`src/rtl/daf_pkg.sv`:
```
`timescale 1ns/1ps
package daf_pkg;
  localparam int MAC_BYTES = 6;
  localparam int MAC_W     = 8 * MAC_BYTES;
  localparam int CNT_W     = 3;

  localparam int BIT_UNI   = 0;
  localparam int BIT_MULTI = 1;
  localparam int BIT_BCAST = 2;
  localparam int BIT_EXACT = 4;

  typedef struct packed {
    logic exact;
    logic bcast;
    logic multi;
    logic uni;
  } fmode_t;

  function automatic logic [31:0] mode2word(fmode_t m);
    logic [31:0] w;
    w = '0;
    w[BIT_UNI]   = m.uni;
    w[BIT_MULTI] = m.multi;
    w[BIT_BCAST] = m.bcast;
    w[BIT_EXACT] = m.exact;
    return w;
  endfunction
endpackage

```
`src/rtl/daf_regs.sv`:
```
`timescale 1ns/1ps
module daf_regs
  import daf_pkg::*;
#(
  parameter int N_ENT = 16,
  parameter int AW    = 8
) (
  input  logic                            clk,
  input  logic                            rst_n,
  input  logic                            wr,
  input  logic [AW-1:0]                   addr,
  input  logic [31:0]                     wdata,
  input  logic                            snap,
  output logic [31:0]                     rdata,
  output fmode_t                          eff_mode,
  output logic [N_ENT-1:0]                eff_en,
  output logic [N_ENT-1:0][MAC_W-1:0]     eff_addr
);
  localparam int MODE_OFS   = 0;
  localparam int EN_OFS     = 4;
  localparam int ENT_BASE   = 8;
  localparam int ENT_STRIDE = 8;
  localparam int LO_OFS     = 4;
  localparam int LO_W       = MAC_W - 32;

  fmode_t                      mode_q, mode_d, act_mode_q;
  logic [N_ENT-1:0]            en_q, en_d, act_en_q;
  logic [N_ENT-1:0][31:0]      hi_q, hi_d;
  logic [N_ENT-1:0][LO_W-1:0]  lo_q, lo_d;
  logic [N_ENT-1:0][MAC_W-1:0] live_addr, act_addr_q;
  logic [N_ENT-1:0]            sel_hi, sel_lo;
  logic                        sel_mode, sel_en;

  assign sel_mode = wr && (addr == AW'(MODE_OFS));
  assign sel_en   = wr && (addr == AW'(EN_OFS));

  for (genvar i = 0; i < N_ENT; i++) begin : g_dec
    assign sel_hi[i]    = wr && (addr == AW'(ENT_BASE + ENT_STRIDE * i));
    assign sel_lo[i]    = wr && (addr == AW'(ENT_BASE + ENT_STRIDE * i + LO_OFS));
    assign live_addr[i] = {hi_q[i], lo_q[i]};
  end

  // next-state of the software-visible copy
  always_comb begin
    mode_d = mode_q;
    if (sel_mode) begin
      mode_d.uni   = wdata[BIT_UNI];
      mode_d.multi = wdata[BIT_MULTI];
      mode_d.bcast = wdata[BIT_BCAST];
      mode_d.exact = wdata[BIT_EXACT];
    end
    en_d = sel_en ? wdata[N_ENT-1:0] : en_q;
    for (int i = 0; i < N_ENT; i++) begin
      hi_d[i] = sel_hi[i] ? wdata : hi_q[i];
      lo_d[i] = sel_lo[i] ? wdata[31:32-LO_W] : lo_q[i];
    end
  end

  always_ff @(posedge clk or negedge rst_n) begin
    if (!rst_n) begin
      mode_q <= '0;
      en_q   <= '0;
      hi_q   <= '0;
      lo_q   <= '0;
    end else begin
      mode_q <= mode_d;
      en_q   <= en_d;
      hi_q   <= hi_d;
      lo_q   <= lo_d;
    end
  end

  // frame copy, captured on a start strobe
  always_ff @(posedge clk or negedge rst_n) begin
    if (!rst_n) begin
      act_mode_q <= '0;
      act_en_q   <= '0;
      act_addr_q <= '0;
    end else if (snap) begin
      act_mode_q <= mode_q;
      act_en_q   <= en_q;
      act_addr_q <= live_addr;
    end
  end

  assign eff_mode = snap ? mode_q    : act_mode_q;
  assign eff_en   = snap ? en_q      : act_en_q;
  assign eff_addr = snap ? live_addr : act_addr_q;

  always_comb begin
    rdata = '0;
    if (addr == AW'(MODE_OFS)) rdata = mode2word(mode_q);
    if (addr == AW'(EN_OFS))   rdata = 32'(en_q);
    for (int i = 0; i < N_ENT; i++) begin
      if (addr == AW'(ENT_BASE + ENT_STRIDE * i))          rdata = hi_q[i];
      if (addr == AW'(ENT_BASE + ENT_STRIDE * i + LO_OFS)) rdata = {lo_q[i], {(32-LO_W){1'b0}}};
    end
  end
endmodule

```
`src/rtl/daf_track.sv`:
```
`timescale 1ns/1ps
module daf_track
  import daf_pkg::*;
(
  input  logic             clk,
  input  logic             rst_n,
  input  logic             vld,
  input  logic             sof,
  input  logic [7:0]       byte_in,
  output logic             take,
  output logic             restart,
  output logic [CNT_W-1:0] idx,
  output logic             last,
  output logic             ff_nxt,
  output logic             grp_nxt
);
  localparam logic [CNT_W-1:0] CNT_END = CNT_W'(MAC_BYTES);

  logic [CNT_W-1:0] cnt_q, cnt_d;
  logic             ff_q, grp_q;

  assign restart = vld && sof;
  assign take    = restart || (vld && (cnt_q != '0) && (cnt_q < CNT_END));
  assign idx     = restart ? '0 : cnt_q;
  assign last    = take && (idx == CNT_END - 1'b1);

  always_comb begin
    cnt_d   = take ? idx + 1'b1 : cnt_q;
    ff_nxt  = (restart ? 1'b1 : ff_q) && (byte_in == 8'hFF);
    grp_nxt = (idx == '0) ? byte_in[0] : grp_q;
  end

  always_ff @(posedge clk or negedge rst_n) begin
    if (!rst_n) begin
      cnt_q <= '0;
      ff_q  <= 1'b0;
      grp_q <= 1'b0;
    end else if (take) begin
      cnt_q <= cnt_d;
      ff_q  <= ff_nxt;
      grp_q <= grp_nxt;
    end
  end
endmodule

```
`src/rtl/daf_match.sv`:
```
`timescale 1ns/1ps
module daf_match
  import daf_pkg::*;
#(
  parameter int N_ENT = 16
) (
  input  logic                        clk,
  input  logic                        rst_n,
  input  logic                        take,
  input  logic                        restart,
  input  logic [CNT_W-1:0]            idx,
  input  logic [7:0]                  byte_in,
  input  logic [N_ENT-1:0]            eff_en,
  input  logic [N_ENT-1:0][MAC_W-1:0] eff_addr,
  output logic [N_ENT-1:0]            hit_vec
);
  logic [CNT_W-1:0] sel;
  assign sel = CNT_W'(MAC_BYTES - 1) - idx;

  for (genvar i = 0; i < N_ENT; i++) begin : g_ent
    logic flag_q, flag_d, eq;
    assign eq = (eff_addr[i][8*sel +: 8] == byte_in);

    always_comb begin
      flag_d = flag_q;
      if (take) flag_d = (restart ? 1'b1 : flag_q) && eq;
    end

    always_ff @(posedge clk or negedge rst_n) begin
      if (!rst_n)    flag_q <= 1'b0;
      else if (take) flag_q <= flag_d;
    end

    assign hit_vec[i] = flag_d && eff_en[i];
  end
endmodule

```
`src/rtl/daf_decide.sv`:
```
`timescale 1ns/1ps
module daf_decide
  import daf_pkg::*;
#(
  parameter int N_ENT = 16,
  localparam int IDX_W = $clog2(N_ENT)
) (
  input  logic             clk,
  input  logic             rst_n,
  input  logic             last,
  input  logic [N_ENT-1:0] hit_vec,
  input  fmode_t           mode,
  input  logic             ff,
  input  logic             grp,
  output logic             vld_o,
  output logic             acc_o,
  output logic             hit_o,
  output logic [IDX_W-1:0] idx_o
);
  logic             is_b, is_m, is_u, any_hit, acc;
  logic [IDX_W-1:0] enc;
  logic             vld_d, acc_d, hit_d;
  logic [IDX_W-1:0] idx_d;

  always_comb begin
    enc = '0;
    for (int i = N_ENT - 1; i >= 0; i--) begin
      if (hit_vec[i]) enc = IDX_W'(i);
    end
    is_b    = ff;
    is_m    = grp && !ff;
    is_u    = !grp;
    any_hit = mode.exact && (|hit_vec);
    acc     = any_hit || (is_u && mode.uni) || (is_m && mode.multi) || (is_b && mode.bcast);
    vld_d   = last;
    acc_d   = last && acc;
    hit_d   = last && any_hit;
    idx_d   = (last && any_hit) ? enc : '0;
  end

  always_ff @(posedge clk or negedge rst_n) begin
    if (!rst_n) begin
      vld_o <= 1'b0;
      acc_o <= 1'b0;
      hit_o <= 1'b0;
      idx_o <= '0;
    end else begin
      vld_o <= vld_d;
      acc_o <= acc_d;
      hit_o <= hit_d;
      idx_o <= idx_d;
    end
  end
endmodule

```
`src/rtl/daf_top.sv`:
```
`timescale 1ns/1ps
module daf_top
  import daf_pkg::*;
#(
  parameter int N_ENT = 16,
  parameter int AW    = 8,
  localparam int IDX_W = $clog2(N_ENT)
) (
  input  logic             clk,
  input  logic             rst_n,
  input  logic             reg_wr,
  input  logic [AW-1:0]    reg_addr,
  input  logic [31:0]      reg_wdata,
  output logic [31:0]      reg_rdata,
  input  logic             rx_sof,
  input  logic             rx_byte_vld,
  input  logic [7:0]       rx_byte,
  output logic             dec_vld,
  output logic             dec_accept,
  output logic             dec_hit,
  output logic [IDX_W-1:0] dec_hit_idx
);
  logic [1:0] rs_q;
  logic       rst_i_n;

  always_ff @(posedge clk or negedge rst_n) begin
    if (!rst_n) rs_q <= '0;
    else        rs_q <= {rs_q[0], 1'b1};
  end
  assign rst_i_n = rs_q[1];

  fmode_t                      eff_mode;
  logic [N_ENT-1:0]            eff_en, hit_vec;
  logic [N_ENT-1:0][MAC_W-1:0] eff_addr;
  logic                        take, restart, last, ff_nxt, grp_nxt;
  logic [CNT_W-1:0]            idx;

  daf_track u_track (
    .clk(clk), .rst_n(rst_i_n), .vld(rx_byte_vld), .sof(rx_sof), .byte_in(rx_byte),
    .take(take), .restart(restart), .idx(idx), .last(last),
    .ff_nxt(ff_nxt), .grp_nxt(grp_nxt)
  );

  daf_regs #(.N_ENT(N_ENT), .AW(AW)) u_regs (
    .clk(clk), .rst_n(rst_i_n), .wr(reg_wr), .addr(reg_addr), .wdata(reg_wdata),
    .snap(restart), .rdata(reg_rdata), .eff_mode(eff_mode), .eff_en(eff_en),
    .eff_addr(eff_addr)
  );

  daf_match #(.N_ENT(N_ENT)) u_match (
    .clk(clk), .rst_n(rst_i_n), .take(take), .restart(restart), .idx(idx),
    .byte_in(rx_byte), .eff_en(eff_en), .eff_addr(eff_addr), .hit_vec(hit_vec)
  );

  daf_decide #(.N_ENT(N_ENT)) u_decide (
    .clk(clk), .rst_n(rst_i_n), .last(last), .hit_vec(hit_vec), .mode(eff_mode),
    .ff(ff_nxt), .grp(grp_nxt), .vld_o(dec_vld), .acc_o(dec_accept),
    .hit_o(dec_hit), .idx_o(dec_hit_idx)
  );
endmodule

```
`config.mk`:
```
export PLATFORM = sky130hd
export DESIGN_NAME = daf_top
export DESIGN_NICKNAME = d
export VERILOG_FILES = /design/src/rtl/daf_pkg.sv /design/src/rtl/daf_regs.sv /design/src/rtl/daf_track.sv /design/src/rtl/daf_match.sv /design/src/rtl/daf_decide.sv /design/src/rtl/daf_top.sv
export SDC_FILE = /design/constraint.sdc
export NUM_CORES = 2
export LEC_CHECK = 0
export CAP_MARGIN = 30
export CORE_ASPECT_RATIO = 1.75
export CORE_MARGIN = 2
export CORE_UTILIZATION = 30
export CTS_BUF_LIST = sky130_fd_sc_hd__clkbuf_4 sky130_fd_sc_hd__clkbuf_8
export DETAILED_ROUTE_END_ITERATION = 16
export DONT_BUFFER_PORTS = 1
export SKIP_LAST_GASP = 1
export SLEW_MARGIN = 25
export SYNTH_ARGS = -nofsm -noshare
export SYNTH_HDL_FRONTEND = slang
export SYNTH_SLANG_ARGS = --single-unit
```
`constraint.sdc`:
```
create_clock -name clk -period 64 [get_ports clk]
set_clock_uncertainty 0.15 [all_clocks]
set_input_delay 12.8 -clock clk [delete_from_list [all_inputs] [get_ports clk]]
set_output_delay 12.8 -clock clk [all_outputs]
set_load 0.005 [all_outputs]
```
==> metrics <==
status completed; I/O pin total 92; DRC 0; WL/cell 39.7 um; CP Capture Type output port; Avg Cell Area, Syn a little over 10 sq um; CP Cell Sequence or4_1 -> nor2_2 -> buf_4 -> nor2_1 -> o2111ai_1 -> o221ai_1 -> a21oi_1 -> o22ai_1 -> a21oi_1 -> o221ai_1 -> a41oi_1; Worst EP required 51.05 ns; post-CTS setup repair buffer count 0; Sw Ratio ~34%; Reg2Reg Depth 13; CTS tree built; Hold Buf Count CTS 0; min-delay src rs_q[0]; fin cells 10800; Lkg Pwr between 40 and 50 nW; pin count of the biggest net entering global routing 177; register-to-register setup slack 56.60 ns; Vias/cell 5.89; worst reg2reg startpoint u_track.cnt_q[0]; hold depth 0; fin nets 7312; register bit total from synthesis 1606; Max Fclk 33.8 MHz; Reg-to-Reg End u_decide.idx_o[1]; vias in the first global route 62000; Die H between 600 and 700 um; share of cells above drive strength 1 22.6%; Die W 385 um; crit-path max FO 25; Synth Flop Type dfrtp_1; largest cells by area after synthesis dfrtp_1 53%, mux2_2 13%, nand2_1 12%, mux2i_1 2.4%, mux4_2 2.2%; Total GRT Usage 32.8%; clock network fraction of design power 35.6%; maximum clock insertion buffer count 4; Sink Count 1606; ys async rst share 100%; Logic pwr share between 20% and 30%; Max stage delay on crit path roughly 0.84 ns; initial DRC count 7565; Slew HR between 10% and 20%; actual slew at the worst max-slew pin about 1.2 ns; Routed WL about 430000 um; first-pass GRT wire length 570000 um; DP Wirelength 304000 um; clk root buf clkbuf_8; grt total ovfl 0; IO Port Bufs 0; final total power 2.65 mW; EDFF count, synth 0; final worst path period share 46.2%; synthesized instance count 7370; std cell rows 245; area leader, netlist dfrtp_1; Max-cap violations 0; Flop pwr share 43.5%; peak supply drop 0.0209 mV; Crit Path Category input pin to output port; RSZ-0062 raised after global routing no; Syn Std Cell Area 76400 sq um; worst path arrival time 16.62 ns; Int Power 1.75 mW; final hold violations 0; cell with the largest stage delay on the worst path or4_1; full die area 259000 sq um; initial antenna violation count 39; PD cells slightly above 30 nW/um^2; Syn Nets 7426; Fin Setup TNS 0 ns; clk_lat worst skew 1.05 ns; CTS buffer count 237; Final Slew Violations 0; synth warn 0; final setup vio count 0; Net Switching 0.903 mW; initial core utilization 30.1%; 1st-pass router iterations 10; placed instance count 10300; detailed-route via count 63600; Core Box Area 254000 sq um; Synth-to-Final Area Change 12.1%; GP Congestion 1.04; final worst path period need 29.57 ns; final antenna-violating net count 0; Worst-path clk slew approximately 0.070 ns; post-cts sizing count 0; register area share after synthesis 52.6%; Hold EP rs_q[1]; post-synth cell types 99; Synth top area share 52.6%; startpoint types input pin; H-tree lvl count 4; hold crit path type flop to flop
-- area by class of cell --
cell class	count	area [sq um]
Antenna cell	25	62.6
Fill cell	26000	168000
Multi-Input combinational cell	5173	34000
Sequential cell	1606	40200
Clock buffer	362	4580
Inverter	25	93.8
Clock inverter	61	651
Timing Repair Buffer	213	1910
Tap cell	3334	4170
-- cells in the final DEF (no fill, tap or decap), types with 78 or more instances in the layout --
cell type,synthesis,routed
nor2_1,160,143
clkbuf_8,0,297
a222oi_1,78,78
mux2i_1,180,169
nand3_1,123,120
nand2_1,2466,2449
a21oi_1,113,113
xnor2_1,87,87
buf_4,24,181
a221oi_1,86,86
dfrtp_1,1606,1603
o21ai_0,132,117
mux2_2,850,850
-- worst max-delay path by stage --
stage / start / slack (ns) / cells past startpoint / to
after floorplan: rs_q[1] / 15.77 / 0 / u_decide.acc_o
after global placement: reg_addr[5] / 34.28 / 9 / reg_rdata[19]
after detailed placement: reg_addr[5] / 34.31 / 9 / reg_rdata[19]
after CTS: reg_addr[5] / 34.31 / 9 / reg_rdata[19]
after global routing: reg_addr[3] / 34.30 / 11 / reg_rdata[21]
final: reg_addr[1] / 34.43 / 11 / reg_rdata[31]
-- routing by layer --
layer | part of all wire [%] | up-vias | GRT usage (%)
met5 | 0.039 | - | 0.246
met3 | 7.1 | 1497 | 7.14
met2 | 48 | 3837 | 53.8
li1 | - | 25600 | -
met1 | 30 | 32700 | 31.8
met4 | 15 | 16 | 38.1
-- kinds of logic (layout without fill, tap and decap cells) --
| family | Yosys count | after routing | share of synthesized area (%) |
|---|---|---|---|
| simple gates | 2962 | 2962 | 15.6 |
| flops | 1606 | 1606 | 52.6 |
| mux | 1122 | 1122 | 17.6 |
| compound gates | 998 | 998 | 9.77 |
| buf+inv | 591 | 661 | 3.37 |
| xor+xnor | 87 | 87 | 0.998 |
| fa+ha+maj | 3 | 3 | 0.0492 |
| other cells | 1 | 26 | 0.00491 |
-- worst max-delay path, delay by kind of cell --
family          cells  cell delay [ns]
compound gates      7             2.07
simple gates        3             1.29
buf+inv             1             0.44
-- state kept, by name, summed over array words and instances (netlist names) --
| name | flops |
|---|---|
| u_track.cnt_q | 3 |
| u_decide.idx_o | 4 |
| u_regs.act_en_q | 16 |
| u_match.g_ent.flag_q | 16 |
| u_regs.hi_q | 512 |
| u_regs.act_mode_q | 4 |
| u_track.grp_q | 1 |
| u_track.ff_q | 1 |
| u_decide.vld_o | 1 |
| u_decide.acc_o | 1 |
| u_regs.act_addr_q | 768 |
| u_decide.hit_o | 1 |
| rs_q | 2 |
| u_regs.en_q | 16 |
| u_regs.mode_q | 4 |
| u_regs.live_addr | 256 |
-- synth_stat cells, types with 15 or more instances --
library cell,instances
nand2_1,2466
dfrtp_1,1606
mux2_2,850
clkbuf_1,392
mux2i_1,180
nor2_1,160
o21ai_0,132
nand3_1,123
a21oi_1,113
xnor2_1,87
a221oi_1,86
a222oi_1,78
mux4_2,76
o22ai_1,75
a22oi_1,73
buf_1,73
o211ai_1,72
buf_2,56
o221ai_1,52
and3_1,46
a21o_1,44
a31oi_1,37
nor3_1,31
a211oi_1,28
nand4_1,27
buf_4,24
a32oi_1,20
inv_1,20
o2111ai_1,19
nor4_1,17
buf_6,15
-- through the flow --
stage | util [%] | cell area (sq um) | hold slack (ns) | setup WS [ns]
6_report | 33.7 | 85600 | 0.200 | 34.43
5_1_grt | 33.7 | 85600 | 0.223 | 34.30
3_5_place_dp | 31.5 | 79900 | 0.186 | 34.31
2_1_floorplan | - | 76400 | 0.181 | 15.77
4_1_cts | 33.6 | 85200 | 0.207 | 34.31
3_3_place_gp | 31.4 | 79600 | 0.190 | 34.28
-- power groups by stage --
stage	Combinational, mW	Sequential, mW	Clock [mW]
after CTS	0.516	1.15	0.952
after global routing	0.570	1.15	0.991
after global placement	0.504	1.16	0
after detailed placement	0.514	1.17	0
final	0.554	1.15	0.942
after floorplan	0.315	1.13	0
Power figures use the tool's default switching activity.
